[src/rtl/ldst_init_pkg.sv]
package ldst_init_pkg;

  typedef enum logic [2:0] {
    ST_IDLE  = 3'd0,
    ST_ADDR  = 3'd1,
    ST_FIRE  = 3'd2,
    ST_LOAD  = 3'd3,
    ST_DONE  = 3'd4
  } initState_e;

  // strobes from control to datapath
  typedef struct packed {
    logic latchCmd;
    logic captureLoad;
    logic markExc;
    logic markOk;
  } ctrlStrobes_t;

endpackage

[src/rtl/ldst_init_ctrl.sv]
module ldst_init_ctrl
  import ldst_init_pkg::*;
(
  input  logic         clk,
  input  logic         rstN,
  input  logic         cmdValid,
  input  logic         abortReq,
  input  logic         portBusy,
  input  logic         portAddrAck,
  input  logic         portAddrExc,
  input  logic         portLdValid,
  input  logic         isStore,
  output ctrlStrobes_t strobes,
  output logic         reqActive,
  output logic         stFire,
  output logic         doneOut,
  output logic         cmdReady
);

  initState_e stateQ, stateD;
  logic accept;

  assign cmdReady  = (stateQ == ST_IDLE) && !portBusy;
  assign accept    = cmdReady && cmdValid && !abortReq;
  assign reqActive = (stateQ == ST_ADDR) || (stateQ == ST_FIRE) || (stateQ == ST_LOAD);
  assign stFire    = (stateQ == ST_FIRE);
  assign doneOut   = (stateQ == ST_DONE);

  always_comb begin
    stateD  = stateQ;
    strobes = '0;
    if (abortReq) begin
      stateD = ST_IDLE;
    end else begin
      unique case (stateQ)
        ST_IDLE: begin
          if (accept) begin
            stateD           = ST_ADDR;
            strobes.latchCmd = 1'b1;
          end
        end
        ST_ADDR: begin
          if (portAddrExc) begin
            stateD          = ST_DONE;
            strobes.markExc = 1'b1;
          end else if (portAddrAck) begin
            stateD = isStore ? ST_FIRE : ST_LOAD;
          end
        end
        ST_FIRE: begin
          stateD         = ST_DONE;
          strobes.markOk = 1'b1;
        end
        ST_LOAD: begin
          if (portLdValid) begin
            stateD              = ST_DONE;
            strobes.captureLoad = 1'b1;
            strobes.markOk      = 1'b1;
          end
        end
        ST_DONE: stateD = ST_IDLE;
        default: stateD = ST_IDLE;
      endcase
    end
  end

  always_ff @(posedge clk or negedge rstN) begin
    if (!rstN) stateQ <= ST_IDLE;
    else       stateQ <= stateD;
  end

endmodule

[src/rtl/ldst_init_datapath.sv]
module ldst_init_datapath
  import ldst_init_pkg::*;
#(
  parameter int DW = 64,
  parameter int AW = 48
) (
  input  logic          clk,
  input  logic          rstN,
  input  ctrlStrobes_t  strobes,
  input  logic          cmdIsStore,
  input  logic [AW-1:0] cmdAddr,
  input  logic [DW-1:0] cmdData,
  input  logic [DW-1:0] portLdData,
  output logic          isStore,
  output logic [AW-1:0] addrQ,
  output logic [DW-1:0] stDataQ,
  output logic [DW-1:0] resultQ,
  output logic          errQ
);

  always_ff @(posedge clk or negedge rstN) begin
    if (!rstN) begin
      isStore <= 1'b0;
      addrQ   <= '0;
      stDataQ <= '0;
    end else if (strobes.latchCmd) begin
      isStore <= cmdIsStore;
      addrQ   <= cmdAddr;
      stDataQ <= cmdData;
    end
  end

  always_ff @(posedge clk or negedge rstN) begin
    if (!rstN)                    resultQ <= '0;
    else if (strobes.captureLoad) resultQ <= portLdData;
  end

  always_ff @(posedge clk or negedge rstN) begin
    if (!rstN)                errQ <= 1'b0;
    else if (strobes.markExc) errQ <= 1'b1;
    else if (strobes.markOk)  errQ <= 1'b0;
  end

endmodule

[src/rtl/ldst_initiator.sv]
module ldst_initiator
  import ldst_init_pkg::*;
#(
  parameter int DW = 64,
  parameter int AW = 48
) (
  input  logic          clk,
  input  logic          rstN,
  input  logic          cmdValid,
  input  logic          cmdIsStore,
  input  logic [AW-1:0] cmdAddr,
  input  logic [DW-1:0] cmdData,
  output logic          cmdReady,
  input  logic          abortReq,
  output logic          doneOut,
  output logic          doneErr,
  output logic [DW-1:0] resultData,
  output logic          portLdReq,
  output logic          portStReq,
  input  logic          portBusy,
  output logic          portAddrValid,
  output logic [AW-1:0] portAddr,
  input  logic          portAddrAck,
  input  logic          portAddrExc,
  output logic          portStValid,
  output logic [DW-1:0] portStData,
  input  logic          portLdValid,
  input  logic [DW-1:0] portLdData
);

  ctrlStrobes_t strobes;
  logic reqActive;
  logic isStore;

  ldst_init_ctrl u_ctrl (
    .clk         (clk),
    .rstN        (rstN),
    .cmdValid    (cmdValid),
    .abortReq    (abortReq),
    .portBusy    (portBusy),
    .portAddrAck (portAddrAck),
    .portAddrExc (portAddrExc),
    .portLdValid (portLdValid),
    .isStore     (isStore),
    .strobes     (strobes),
    .reqActive   (reqActive),
    .stFire      (portStValid),
    .doneOut     (doneOut),
    .cmdReady    (cmdReady)
  );

  ldst_init_datapath #(.DW(DW), .AW(AW)) u_dp (
    .clk        (clk),
    .rstN       (rstN),
    .strobes    (strobes),
    .cmdIsStore (cmdIsStore),
    .cmdAddr    (cmdAddr),
    .cmdData    (cmdData),
    .portLdData (portLdData),
    .isStore    (isStore),
    .addrQ      (portAddr),
    .stDataQ    (portStData),
    .resultQ    (resultData),
    .errQ       (doneErr)
  );

  assign portAddrValid = reqActive;
  assign portLdReq     = reqActive && !isStore;
  assign portStReq     = reqActive && isStore;

endmodule

[config.mk]
export PLATFORM = sky130hd
export DESIGN_NAME = ldst_initiator
export DESIGN_NICKNAME = d
export VERILOG_FILES = /design/src/rtl/ldst_init_pkg.sv /design/src/rtl/ldst_init_ctrl.sv /design/src/rtl/ldst_init_datapath.sv /design/src/rtl/ldst_initiator.sv
export SDC_FILE = /design/constraint.sdc
export NUM_CORES = 1
export LEC_CHECK = 0
export BUFFER_PORTS_ARGS = -buffer_cell sky130_fd_sc_hd__buf_2
export CAP_MARGIN = 20
export CORE_MARGIN = 5
export CORE_UTILIZATION = 35
export CTS_CLUSTER_DIAMETER = 100
export DETAILED_ROUTE_END_ITERATION = 10
export GPL_ROUTABILITY_DRIVEN = 0
export SYNTH_ARGS = -nofsm -noshare
export SYNTH_HDL_FRONTEND = slang
export SYNTH_SLANG_ARGS = --single-unit
[constraint.sdc]
create_clock -name clk -period 2.2 [get_ports clk]
set_input_delay 0.33 -clock clk [delete_from_list [all_inputs] [get_ports clk]]
set_output_delay 0.33 -clock clk [all_outputs]
set_load 0.01 [all_outputs]
==> reports/metrics.csv <==
metric;value;unit
ys_warn_count;0;
worst_slew_margin_rel;66.2;%
final_nets;968;
wl_per_cell;17.7;um
cp_slowest_stage_delay;0.47;ns
cts-htree-levels;4;
grt_max_degree;52;
cp-start-kind;flip-flop;
status;complete, no violations;
ys_types;20;
ys_ff_latch;181;
cts_tree;done;
die_w;155;um
synthArstFlopShare;100;%
endpoint_kind;flip-flop;
pre_cts_ws;0.355;ns
worstSetupPathType;flip-flop to flip-flop;
clkLatencyLatePin;0.42;ns
cts_sinks;181;
drt_iter0_markers;178;
crit_start;u_ctrl.stateQ[2];
power_density;878;mW/mm^2
nFillCells;1863;
die_y;155;um
ys.flop_type;dfrtp_1;
first_pass_iters;4;
peakVddDrop;0.461;mV
synth_top_area_share;61.8;%
yosysMostFrequentCell;dfrtp_1;
period_share;82.8;%
finalMaxSlewViolations;0;
yosys.area.top_type;dfrtp_1;
dr_total_vias;4715;
placementRows;53;
dieArea;0.0239;sq mm
cp_top_family;simple AND/OR/NAND/NOR gates;
worstMarginPinSlew;0.507;ns
crit_path_max_fanout;27;
timing.final.hold_violations;0;
viasPerCell;4.40;
arrival;2.12;ns
avgSynthCellArea;18.2;sq um
cap_violations;0;
leakage;5.47;nW
gr-total-overflow;0;
remaining_drc_errors;0;
track_usage;15.5;%
syn_nets;588;
grt_pass1_wl;29200;um
antenna_found_initial;1;
ys_seq_area_share;61.8;%
period_needed;1.82;ns
timing.rr.start;u_ctrl.stateQ[2];
port_buffers;367;
final-setup-viol-count;0;
synth_edf_count;0;
synth_area;0.00733;sq mm
fp.coreArea;0.0208;sq mm
synth_cells;403;
slowest_stage;dfrtp_1;
clockBufferDepth;2;
clockRootBuffer;clkbuf_16;
first_global_vias;5049;
path_buf_inv;1;
ant_nets;0;
path_depth;4;
cts.clk_slew.worst_paths;0.07;ns
synthTopCellsByCount;dfrtp_1, mux2_4, mux2_2;
r2r_cells;4;
postCtsResizedCells;0;
synth_area_leaders;dfrtp_1, mux2_4, mux2_2;
io_pins;368;
worst_slack;0.379;ns
fin_skew;0.0114;ns
min_path_cells;2;
cts_buffers;17;
rsz0062_at_grt;false;
worstPathRequired;2.50;ns
min_path_type;input port to flip-flop;
start_util;35.2;%
cts_hold_buf;1;
wl;18900;um
syn2layout_area_growth;37.8;%
dpl.hpwl;14400;um
setup_tns;0;ns
min_from;cmdData[39];
fmax;549;MHz
cp_cell_sequence;nor2_4 -> and4_4 -> buf_12 -> mux2_4;
cts_setup_buffers;0;
drive_gt1_share;74.2;%
==> cell usage in the layout (no fill, tap or decap), drive strengths merged <==
cell / count
a21oi: 2
nor3: 1
and2: 3
clkbuf: 20
and4: 1
diode: 1
buf: 380
o31ai: 1
nor4: 1
dfrtp: 181
dlygate4sd3: 1
o21ai: 2
a31oi: 1
clkinv: 4
mux2: 177
nor2b: 2
inv: 5
nand4b: 1
nand2: 3
clkinvlp: 3
nor2: 5
nor3b: 1
mux2i: 1
==> final cells by class <==
type | count | area, sq um | share of cell area (%)
multi-input cells | 202 | 2610 | 25.9
flip-flops and latches | 181 | 4530 | 44.8
diodes | 1 | 2.50 | 0.0248
well taps | 275 | 344 | 3.41
clock inverters | 12 | 114 | 1.13
clock buffers | 20 | 447 | 4.42
repair buffers | 381 | 2050 | 20.3
==> final timing paths <==
kind                                     to  slack, ns
min in group asynchronous  u_dp.stDataQ[50]       0.43
setup / recovery           u_dp.resultQ[19]       0.38
hold / removal             u_dp.stDataQ[39]       0.14
hold reg to reg              u_dp.addrQ[20]       0.50
max in group asynchronous    u_dp.addrQ[16]       1.11
setup reg to reg           u_dp.resultQ[19]       0.38
==> sequential cells by signal (all words and copies together), names as in the netlist <==
signal / cells
u_ctrl.stateQ: 3
u_dp.isStore: 1
u_dp.resultQ: 64
u_dp.stDataQ: 64
u_dp.errQ: 1
u_dp.addrQ: 48
==> power by group <==
part / total, mW / switching [mW] / leakage [nW] / internal (mW)
combinational: 1.85 / 0.810 / 2.92 / 1.04
clock: 2.91 / 1.39 / 0.264 / 1.52
sequential: 4.11 / 0.272 / 2.28 / 3.84
==> cells by family (layout without fill, tap and decap cells) <==
kind of cell    Yosys count  after routing  share of synthesized area [%]
buf+inv                  20            413                           2.56
mux                     178            178                           33.4
other cells               0              1                              0
compound gates            6              6                          0.461
simple gates             18             18                           1.74
flops                   181            181                           61.8
==> layer usage <==
layer | global-route usage, % | vias to the layer above | share of wire [%]
met4 | 4.25 | 0 | 1.4
met1 | 19.0 | 2342 | 41
met3 | 4.95 | 13 | 6.6
li1 | - | 2177 | -
met5 | 0 | - | 0
met2 | 26.3 | 183 | 51
==> worst register-to-register path: stages (launching register included) <==
cell	delay, ns
dfrtp_1	0.47
nor2_4	0.19
and4_4	0.44
buf_12	0.27
mux2_4	0.34
==> stage by stage <==
step / cells / hold slack (ns) / power [mW] / area (sq um) / utilization (%)
global route: 1072 / 0.105 / 9.33 / 10100 / 48.5
detailed placement: 1038 / 0.323 / 6.05 / 9530 / 45.8
global placement: 1038 / 0.324 / 6.01 / 9530 / 45.8
finish: 1072 / 0.136 / 8.87 / 10100 / 48.5
CTS: 1071 / 0.111 / 9.02 / 10100 / 48.5
floorplan: 403 / 0.0344 / 5.10 / 7330 / -
Note: power is estimated with default switching activity, not from simulation.
